===== src/rtl/tmds_dec_pkg.sv =====
package tmds_dec_pkg;
  localparam int SYM_W          = 10;
  localparam int DAT_W          = 8;
  localparam int N_CTL          = 4;
  localparam int MAX_DATA_TRANS = 4;

  // index = control pair {c1,c0}
  localparam logic [SYM_W-1:0] CTL_SYM [N_CTL] = '{
    10'b1101010100, 10'b0010101011, 10'b0101010100, 10'b1010101011
  };

  typedef struct packed {
    logic       hit;
    logic [1:0] pair;
  } ctl_match_t;

  function automatic ctl_match_t ctl_match(input logic [SYM_W-1:0] s);
    ctl_match_t m;
    m = '0;
    for (int i = 0; i < N_CTL; i++) begin
      if (s == CTL_SYM[i]) begin
        m.hit  = 1'b1;
        m.pair = 2'(i);
      end
    end
    return m;
  endfunction

  // low-transition test for a plausible data symbol
  function automatic logic data_ok(input logic [SYM_W-1:0] s);
    logic [DAT_W-2:0] t;
    t = s[DAT_W-1:1] ^ s[DAT_W-2:0];
    return $countones(t) <= MAX_DATA_TRANS;
  endfunction
endpackage


===== src/rtl/tmds_word_aligner.sv =====
module tmds_word_aligner
  import tmds_dec_pkg::*;
#(
  parameter int LOCK_RUN = 8,
  parameter int SLIP_RUN = 8
) (
  input  logic             clk_i,
  input  logic             rst_ni,
  input  logic [SYM_W-1:0] raw_i,
  output logic [SYM_W-1:0] sym_o,
  output logic             sym_lock_o,
  output logic             locked_o
);
  localparam int RUN_MAX = (LOCK_RUN > SLIP_RUN) ? LOCK_RUN : SLIP_RUN;
  localparam int CW      = $clog2(RUN_MAX + 1);
  localparam int OW      = $clog2(SYM_W);

  logic [SYM_W-1:0]   prev_q;
  logic [2*SYM_W-1:0] hist;
  logic [SYM_W-1:0]   win [SYM_W];
  logic [SYM_W-1:0]   cur;
  logic [OW-1:0]      ofs_q;
  logic [CW-1:0]      ctl_run_q, bad_run_q;
  logic               lock_q;
  ctl_match_t         cm;
  logic               is_ctl, is_bad;

  assign hist = {raw_i, prev_q};

  // offset k: symbol begins k bits before current word boundary
  for (genvar k = 0; k < SYM_W; k++) begin : g_win
    assign win[k] = hist[SYM_W-k +: SYM_W];
  end

  assign cur    = win[ofs_q];
  assign cm     = ctl_match(cur);
  assign is_ctl = cm.hit;
  assign is_bad = !cm.hit && !data_ok(cur);

  always_ff @(posedge clk_i or negedge rst_ni) begin
    if (!rst_ni) begin
      prev_q     <= '0;
      sym_o      <= '0;
      sym_lock_o <= 1'b0;
      ofs_q      <= '0;
      ctl_run_q  <= '0;
      bad_run_q  <= '0;
      lock_q     <= 1'b0;
    end else begin
      prev_q     <= raw_i;
      sym_o      <= cur;
      sym_lock_o <= lock_q;
      if (is_bad) begin
        ctl_run_q <= '0;
        if (bad_run_q == CW'(SLIP_RUN - 1)) begin
          bad_run_q <= '0;
          lock_q    <= 1'b0;
          ofs_q     <= (ofs_q == OW'(SYM_W - 1)) ? '0 : ofs_q + 1'b1;
        end else begin
          bad_run_q <= bad_run_q + 1'b1;
        end
      end else begin
        bad_run_q <= '0;
        if (is_ctl && !lock_q) begin
          if (ctl_run_q == CW'(LOCK_RUN - 1)) begin
            ctl_run_q <= '0;
            lock_q    <= 1'b1;
          end else begin
            ctl_run_q <= ctl_run_q + 1'b1;
          end
        end else if (!is_ctl) begin
          ctl_run_q <= '0;
        end
      end
    end
  end

  assign locked_o = lock_q;
endmodule


===== src/rtl/tmds_sym_decode.sv =====
module tmds_sym_decode
  import tmds_dec_pkg::*;
(
  input  logic [SYM_W-1:0] sym_i,
  output logic             is_ctl_o,
  output logic [1:0]       pair_o,
  output logic [DAT_W-1:0] data_o
);
  ctl_match_t       cm;
  logic [DAT_W-1:0] q;

  assign cm       = ctl_match(sym_i);
  assign is_ctl_o = cm.hit;
  assign pair_o   = cm.pair;

  assign q         = sym_i[9] ? ~sym_i[DAT_W-1:0] : sym_i[DAT_W-1:0];
  assign data_o[0] = q[0];

  for (genvar i = 1; i < DAT_W; i++) begin : g_chain
    assign data_o[i] = sym_i[8] ? (q[i] ^ q[i-1]) : ~(q[i] ^ q[i-1]);
  end
endmodule


===== src/rtl/tmds_chan_decoder.sv =====
module tmds_chan_decoder
  import tmds_dec_pkg::*;
#(
  parameter int LOCK_RUN = 8,
  parameter int SLIP_RUN = 8
) (
  input  logic             clk_i,
  input  logic             rst_ni,
  input  logic [SYM_W-1:0] raw_i,
  output logic [DAT_W-1:0] data_o,
  output logic [1:0]       ctrl_o,
  output logic             de_o,
  output logic             locked_o
);
  logic [SYM_W-1:0] sym_s1;
  logic             lock_s1;
  logic             dec_ctl;
  logic [1:0]       dec_pair;
  logic [DAT_W-1:0] dec_data;

  tmds_word_aligner #(
    .LOCK_RUN(LOCK_RUN),
    .SLIP_RUN(SLIP_RUN)
  ) u_align (
    .clk_i     (clk_i),
    .rst_ni    (rst_ni),
    .raw_i     (raw_i),
    .sym_o     (sym_s1),
    .sym_lock_o(lock_s1),
    .locked_o  (locked_o)
  );

  tmds_sym_decode u_dec (
    .sym_i   (sym_s1),
    .is_ctl_o(dec_ctl),
    .pair_o  (dec_pair),
    .data_o  (dec_data)
  );

  always_ff @(posedge clk_i or negedge rst_ni) begin
    if (!rst_ni) begin
      de_o   <= 1'b0;
      data_o <= '0;
      ctrl_o <= '0;
    end else if (!lock_s1) begin
      de_o   <= 1'b0;
      data_o <= '0;
      ctrl_o <= '0;
    end else if (dec_ctl) begin
      de_o   <= 1'b0;
      data_o <= '0;
      ctrl_o <= dec_pair;
    end else begin
      de_o   <= 1'b1;
      data_o <= dec_data;
    end
  end
endmodule


===== config.mk =====
export PLATFORM = sky130hd
export DESIGN_NAME = tmds_chan_decoder
export DESIGN_NICKNAME = d
export VERILOG_FILES = /design/src/rtl/tmds_dec_pkg.sv /design/src/rtl/tmds_word_aligner.sv /design/src/rtl/tmds_sym_decode.sv /design/src/rtl/tmds_chan_decoder.sv
export SDC_FILE = /design/constraint.sdc
export NUM_CORES = 1
export LEC_CHECK = 0
export CAP_MARGIN = 20
export CORE_MARGIN = 2
export CORE_UTILIZATION = 42
export CTS_BUF_LIST = sky130_fd_sc_hd__clkbuf_16
export CTS_CLUSTER_SIZE = 30
export DETAILED_ROUTE_END_ITERATION = 12
export GPL_ROUTABILITY_DRIVEN = 0
export PLACE_DENSITY_LB_ADDON = 0.05
export SYNTH_ARGS = -nofsm -noshare
export SYNTH_HDL_FRONTEND = slang
export SYNTH_HIERARCHICAL = 1
export SYNTH_SLANG_ARGS = --single-unit

===== constraint.sdc =====
create_clock -name clk_i -period 4.6 [get_ports clk_i]
set_input_delay 0.69 -clock clk_i [delete_from_list [all_inputs] [get_ports clk_i]]
set_output_delay 0.69 -clock clk_i [all_outputs]
set_load 0.01 [all_outputs]

==> metrics.txt <==
# TYPE chip_impl_metric gauge
chip_impl_info{name="run_status",value="finished clean"} 1
chip_impl_metric{name="layout.filler_cells",unit=""} 480
chip_impl_metric{name="maxCapViolations",unit=""} 0
chip_impl_info{name="layout_common_cells",value="44 x sky130_fd_sc_hd__dfrtp_1, 31 x sky130_fd_sc_hd__buf_4, 20 x sky130_fd_sc_hd__mux2i_1, 17 x sky130_fd_sc_hd__clkdlybuf4s50_1, 15 x sky130_fd_sc_hd__inv_1"} 1
chip_impl_metric{name="numCtsBuffers",unit=""} 5
chip_impl_info{name="crit-reg2reg-capture",value="u_align/ofs_q[3]"} 1
chip_impl_metric{name="route.detailed.drc",unit=""} 0
chip_impl_metric{name="timing.max_slew.rel_slack",unit="%"} 36.7
chip_impl_metric{name="detailedRoute.firstPassIterationCount",unit=""} 4
chip_impl_metric{name="minimum_setup_slack_among_reg_to_reg_paths",unit="ns"} 0.17
chip_impl_metric{name="chipWidth",unit="um"} 83.3
chip_impl_info{name="worstReg2RegStart",value="u_align/ofs_q[0]"} 1
chip_impl_metric{name="htree_levels",unit=""} 2
chip_impl_info{name="worstPathCellList",value="dlygate4sd2_1 -> mux2i_1 -> mux4_2 -> o22ai_2 -> xnor2_2 -> fa_1 -> fa_1 -> fa_2 -> inv_1 -> fa_1 -> inv_1 -> a21boi_2 -> o211ai_4 -> or3_1 -> o211ai_1"} 1
chip_impl_metric{name="postSynthRegisterBits",unit=""} 44
chip_impl_metric{name="antenna-diode-count",unit=""} 0
chip_impl_metric{name="drt-wirelength-per-cell",unit="um"} 15.8
chip_impl_metric{name="antenna_found_initial",unit=""} 0
chip_impl_metric{name="ys_async_sr_fraction",unit="%"} 100
chip_impl_metric{name="layout-drive-gt1-share",unit="%"} 29.9
chip_impl_metric{name="worst-path-max-fanout",unit=""} 4
chip_impl_info{name="grt_setup_unrepaired",value="no"} 1
chip_impl_info{name="sort_of_element_at_the_end_of_the_critical_path",value="register"} 1
chip_impl_metric{name="preCtsSetupSlack",unit="ns"} -0.521
chip_impl_info{name="cp-start-kind",value="input port"} 1
chip_impl_metric{name="synth_edf_count",unit=""} 0
chip_impl_info{name="library_cell_appearing_most_often_on_the_critical_path",value="sky130_fd_sc_hd__fa_1"} 1
chip_impl_metric{name="start_util",unit="%"} 44.1
chip_impl_info{name="hold_end",value="u_align/bad_run_q[0]"} 1
chip_impl_metric{name="crit_buf_inv",unit=""} 3
chip_impl_metric{name="drtIter0Drc",unit=""} 75
chip_impl_metric{name="syn_area",unit="um2"} 2640
chip_impl_info{name="criticalPathCategory",value="input port to register"} 1
chip_impl_metric{name="finalHoldViolCount",unit=""} 0
chip_impl_metric{name="critPathMaxStageDelay",unit="ns"} 0.56
chip_impl_metric{name="leakage",unit="uW"} 0.00145
chip_impl_info{name="hp-start",value="u_align/bad_run_q[0]"} 1
chip_impl_metric{name="worstRegToRegCells",unit=""} 16
chip_impl_metric{name="largest_net_degree_at_the_start_of_global_routing",unit=""} 45
chip_impl_metric{name="vias",unit=""} 1828
chip_impl_metric{name="dieArea",unit="um2"} 6940
chip_impl_metric{name="net_count_reported_at_finish",unit=""} 293
chip_impl_metric{name="p_per_area",unit="nW/um2"} 385
chip_impl_metric{name="timing.critical_path.required",unit="ns"} 4.79
chip_impl_metric{name="drv_slew",unit=""} 0
chip_impl_metric{name="yosys.cell_types.count",unit=""} 47
chip_impl_metric{name="cts.sinks",unit=""} 44
chip_impl_metric{name="setup_viol",unit=""} 0
chip_impl_metric{name="number_of_rows_created_at_floorplan",unit=""} 28
chip_impl_metric{name="max-vdd-ir-drop",unit="uV"} 269
chip_impl_info{name="layout_commonest_cell",value="sky130_fd_sc_hd__dfrtp_1"} 1
chip_impl_info{name="timing.hold.worst.class",value="register to register"} 1
chip_impl_metric{name="cp.arrival",unit="ns"} 4.65
chip_impl_metric{name="area_growth_syn_to_layout",unit="%"} 27.9
chip_impl_metric{name="total_power",unit="uW"} 1300
chip_impl_metric{name="ys_seq_area_share",unit="%"} 41.7
chip_impl_metric{name="synth_warnings",unit=""} 6
chip_impl_info{name="synth-main-ff-cell",value="sky130_fd_sc_hd__dfrtp_1"} 1
chip_impl_info{name="worst_path_dominant_cell_family",value="adder cells"} 1
chip_impl_info{name="timing.critical_path.slowest_stage_cell",value="sky130_fd_sc_hd__fa_1"} 1
chip_impl_metric{name="portBuffers",unit=""} 23
chip_impl_metric{name="tightestPinTransition",unit="ns"} 0.949
chip_impl_metric{name="placeableCoreArea",unit="um2"} 5990
chip_impl_metric{name="totalWireLength",unit="um"} 5440
chip_impl_metric{name="route.antenna.remaining_nets",unit=""} 0
chip_impl_metric{name="globalRouteTotalUtil",unit="%"} 16.8
chip_impl_metric{name="fmax",unit="MHz"} 224
chip_impl_metric{name="finalCritPeriodShare",unit="%"} 96.8
chip_impl_metric{name="die_h",unit="um"} 83.3
chip_impl_metric{name="syn_avg_cell_area",unit="um2"} 12.3
chip_impl_metric{name="holdBufCountCts",unit=""} 0
chip_impl_metric{name="first_global_vias",unit=""} 1871
chip_impl_metric{name="grt_first_pass_wirelength",unit="um"} 9280
chip_impl_info{name="cts_tree",value="yes"} 1
chip_impl_metric{name="clk_latency",unit="ns"} 0.28
chip_impl_metric{name="clockBufferDepth",unit=""} 2
chip_impl_metric{name="layout_setup_ws",unit="ns"} 0.145
chip_impl_metric{name="grt-ovfl-total",unit=""} 0
chip_impl_metric{name="hpwlAfterDp",unit="um"} 4200
chip_impl_metric{name="ioPinCount",unit=""} 24
chip_impl_metric{name="vias_cell",unit=""} 5.33
chip_impl_metric{name="hold_path_depth",unit=""} 1
chip_impl_info{name="cts.root.buffer_cell",value="sky130_fd_sc_hd__clkbuf_16"} 1
chip_impl_metric{name="post_synthesis_cell_count",unit=""} 214
chip_impl_metric{name="clock_transition_at_the_registers_of_the_reported_paths",unit="ns"} 0.06
chip_impl_metric{name="finalClockSkew",unit="ns"} 0.00594
chip_impl_metric{name="syn_nets",unit=""} 240
chip_impl_info{name="critical_path_start",value="raw_i[2]"} 1
chip_impl_metric{name="timing.final.crit_period",unit="ns"} 4.45
[synth_stat cells, drive strengths merged, types with 2 or more instances]
library cell / n / area share [%]
o211ai: 2 / 1.1
mux4: 10 / 8.5
nand4b: 3 / 1.0
nor2: 11 / 1.7
a21oi: 4 / 0.76
nand3b: 3 / 0.85
or3: 2 / 0.47
dfrtp: 44 / 42
nand3: 2 / 0.38
o22ai: 8 / 3.1
nand2: 5 / 0.71
nor3b: 2 / 0.57
inv: 15 / 2.1
clkbuf: 2 / 0.28
and2: 9 / 2.9
nor3: 5 / 0.95
xnor2: 12 / 4.0
o22a: 4 / 1.4
ha: 10 / 4.7
xor2: 7 / 2.3
nor2b: 6 / 1.5
fa: 4 / 3.0
mux2i: 22 / 8.3
buf: 8 / 2.5
[cells by family after synthesis]
kind of cell / synth area share (%)
compound gates: 8.29
xor+xnor: 6.30
fa+ha+maj: 7.77
buf+inv: 4.88
flops: 41.7
mux: 17.4
simple gates: 13.6
[timing repair]
item / in CTS / in global routing
pin swaps: 8 / 1
resized for setup: 14 / 4
endpoints found under the hold margin: 0 / 0
setup buffers: 2 / 2
setup endpoints to repair: 6 / 4
[worst reg2reg max path, stage by stage (launching register included)]
cell,delay (ns)
sky130_fd_sc_hd__dfrtp_1,0.39
sky130_fd_sc_hd__buf_12,0.16
sky130_fd_sc_hd__mux2i_2,0.18
sky130_fd_sc_hd__mux4_2,0.47
sky130_fd_sc_hd__o22a_1,0.24
sky130_fd_sc_hd__ha_1,0.30
sky130_fd_sc_hd__inv_1,0.07
sky130_fd_sc_hd__fa_1,0.43
sky130_fd_sc_hd__fa_1,0.56
sky130_fd_sc_hd__fa_2,0.20
sky130_fd_sc_hd__inv_1,0.04
sky130_fd_sc_hd__fa_1,0.47
sky130_fd_sc_hd__inv_1,0.05
sky130_fd_sc_hd__a21boi_2,0.18
sky130_fd_sc_hd__o211ai_4,0.13
sky130_fd_sc_hd__or3_1,0.34
sky130_fd_sc_hd__o211ai_1,0.11
[stage by stage]
step                utilization [%]  TNS [ns]  std cells  hold slack, ns  cell area [um2]
floorplan                         -         0        214           0.394             2650
global placement               52.1     -2.97        331           0.459             3120
detailed placement             52.1     -3.23        331           0.458             3120
CTS                            56.0         0        341           0.469             3350
global route                   56.4         0        343           0.483             3380
finish                         56.4         0        343           0.466             3380
[final cells by class]
class / instances / area [um2] / share of cell area (%)
Multi-Input combinational cell: 145 / 1470 / 43.5
Clock buffer: 5 / 125 / 3.71
Clock inverter: 3 / 42.5 / 1.26
Sequential cell: 44 / 1100 / 32.6
Tap cell: 75 / 93.8 / 2.78
Timing Repair Buffer: 56 / 488 / 14.4
Inverter: 15 / 56.3 / 1.67
[flip-flops by register name, summed over array words and instances (netlist names)]
| signal | cells |
|---|---|
| ctrl_o | 2 |
| data_o | 8 |
| de_o | 1 |
| u_align/bad_run_q | 4 |
| u_align/ctl_run_q | 4 |
| u_align/locked_o | 1 |
| u_align/ofs_q | 4 |
| u_align/prev_q | 9 |
| u_align/sym_lock_o | 1 |
| u_align/sym_o | 10 |
[metal layers]
metal | vias to the layer above | wire [um] | track usage, %
li1 | 865 | - | -
met1 | 933 | 2440 | 22.0
met2 | 26 | 2780 | 27.9
met3 | 4 | 155 | 3.68
met4 | 0 | 55 | 5.07
met5 | - | 0 | 0
[worst max-delay path by stage]
stage	slack, ns	cells after the start	end
floorplan	0.03	18	u_align/ofs_q[1]
global placement	-0.46	15	u_align/ofs_q[1]
detailed placement	-0.52	16	u_align/ofs_q[3]
CTS	0.08	15	u_align/ofs_q[3]
global route	0.003	17	u_align/ofs_q[3]
finish	0.15	15	u_align/ofs_q[3]
[report_power, final]
group / leakage (uW) / internal, uW / switching, uW
clock network: 0.0000814 / 255 / 144
registers: 0.000564 / 412 / 25.0
logic: 0.000805 / 240 / 224
(Power assumes the default switching activity.)
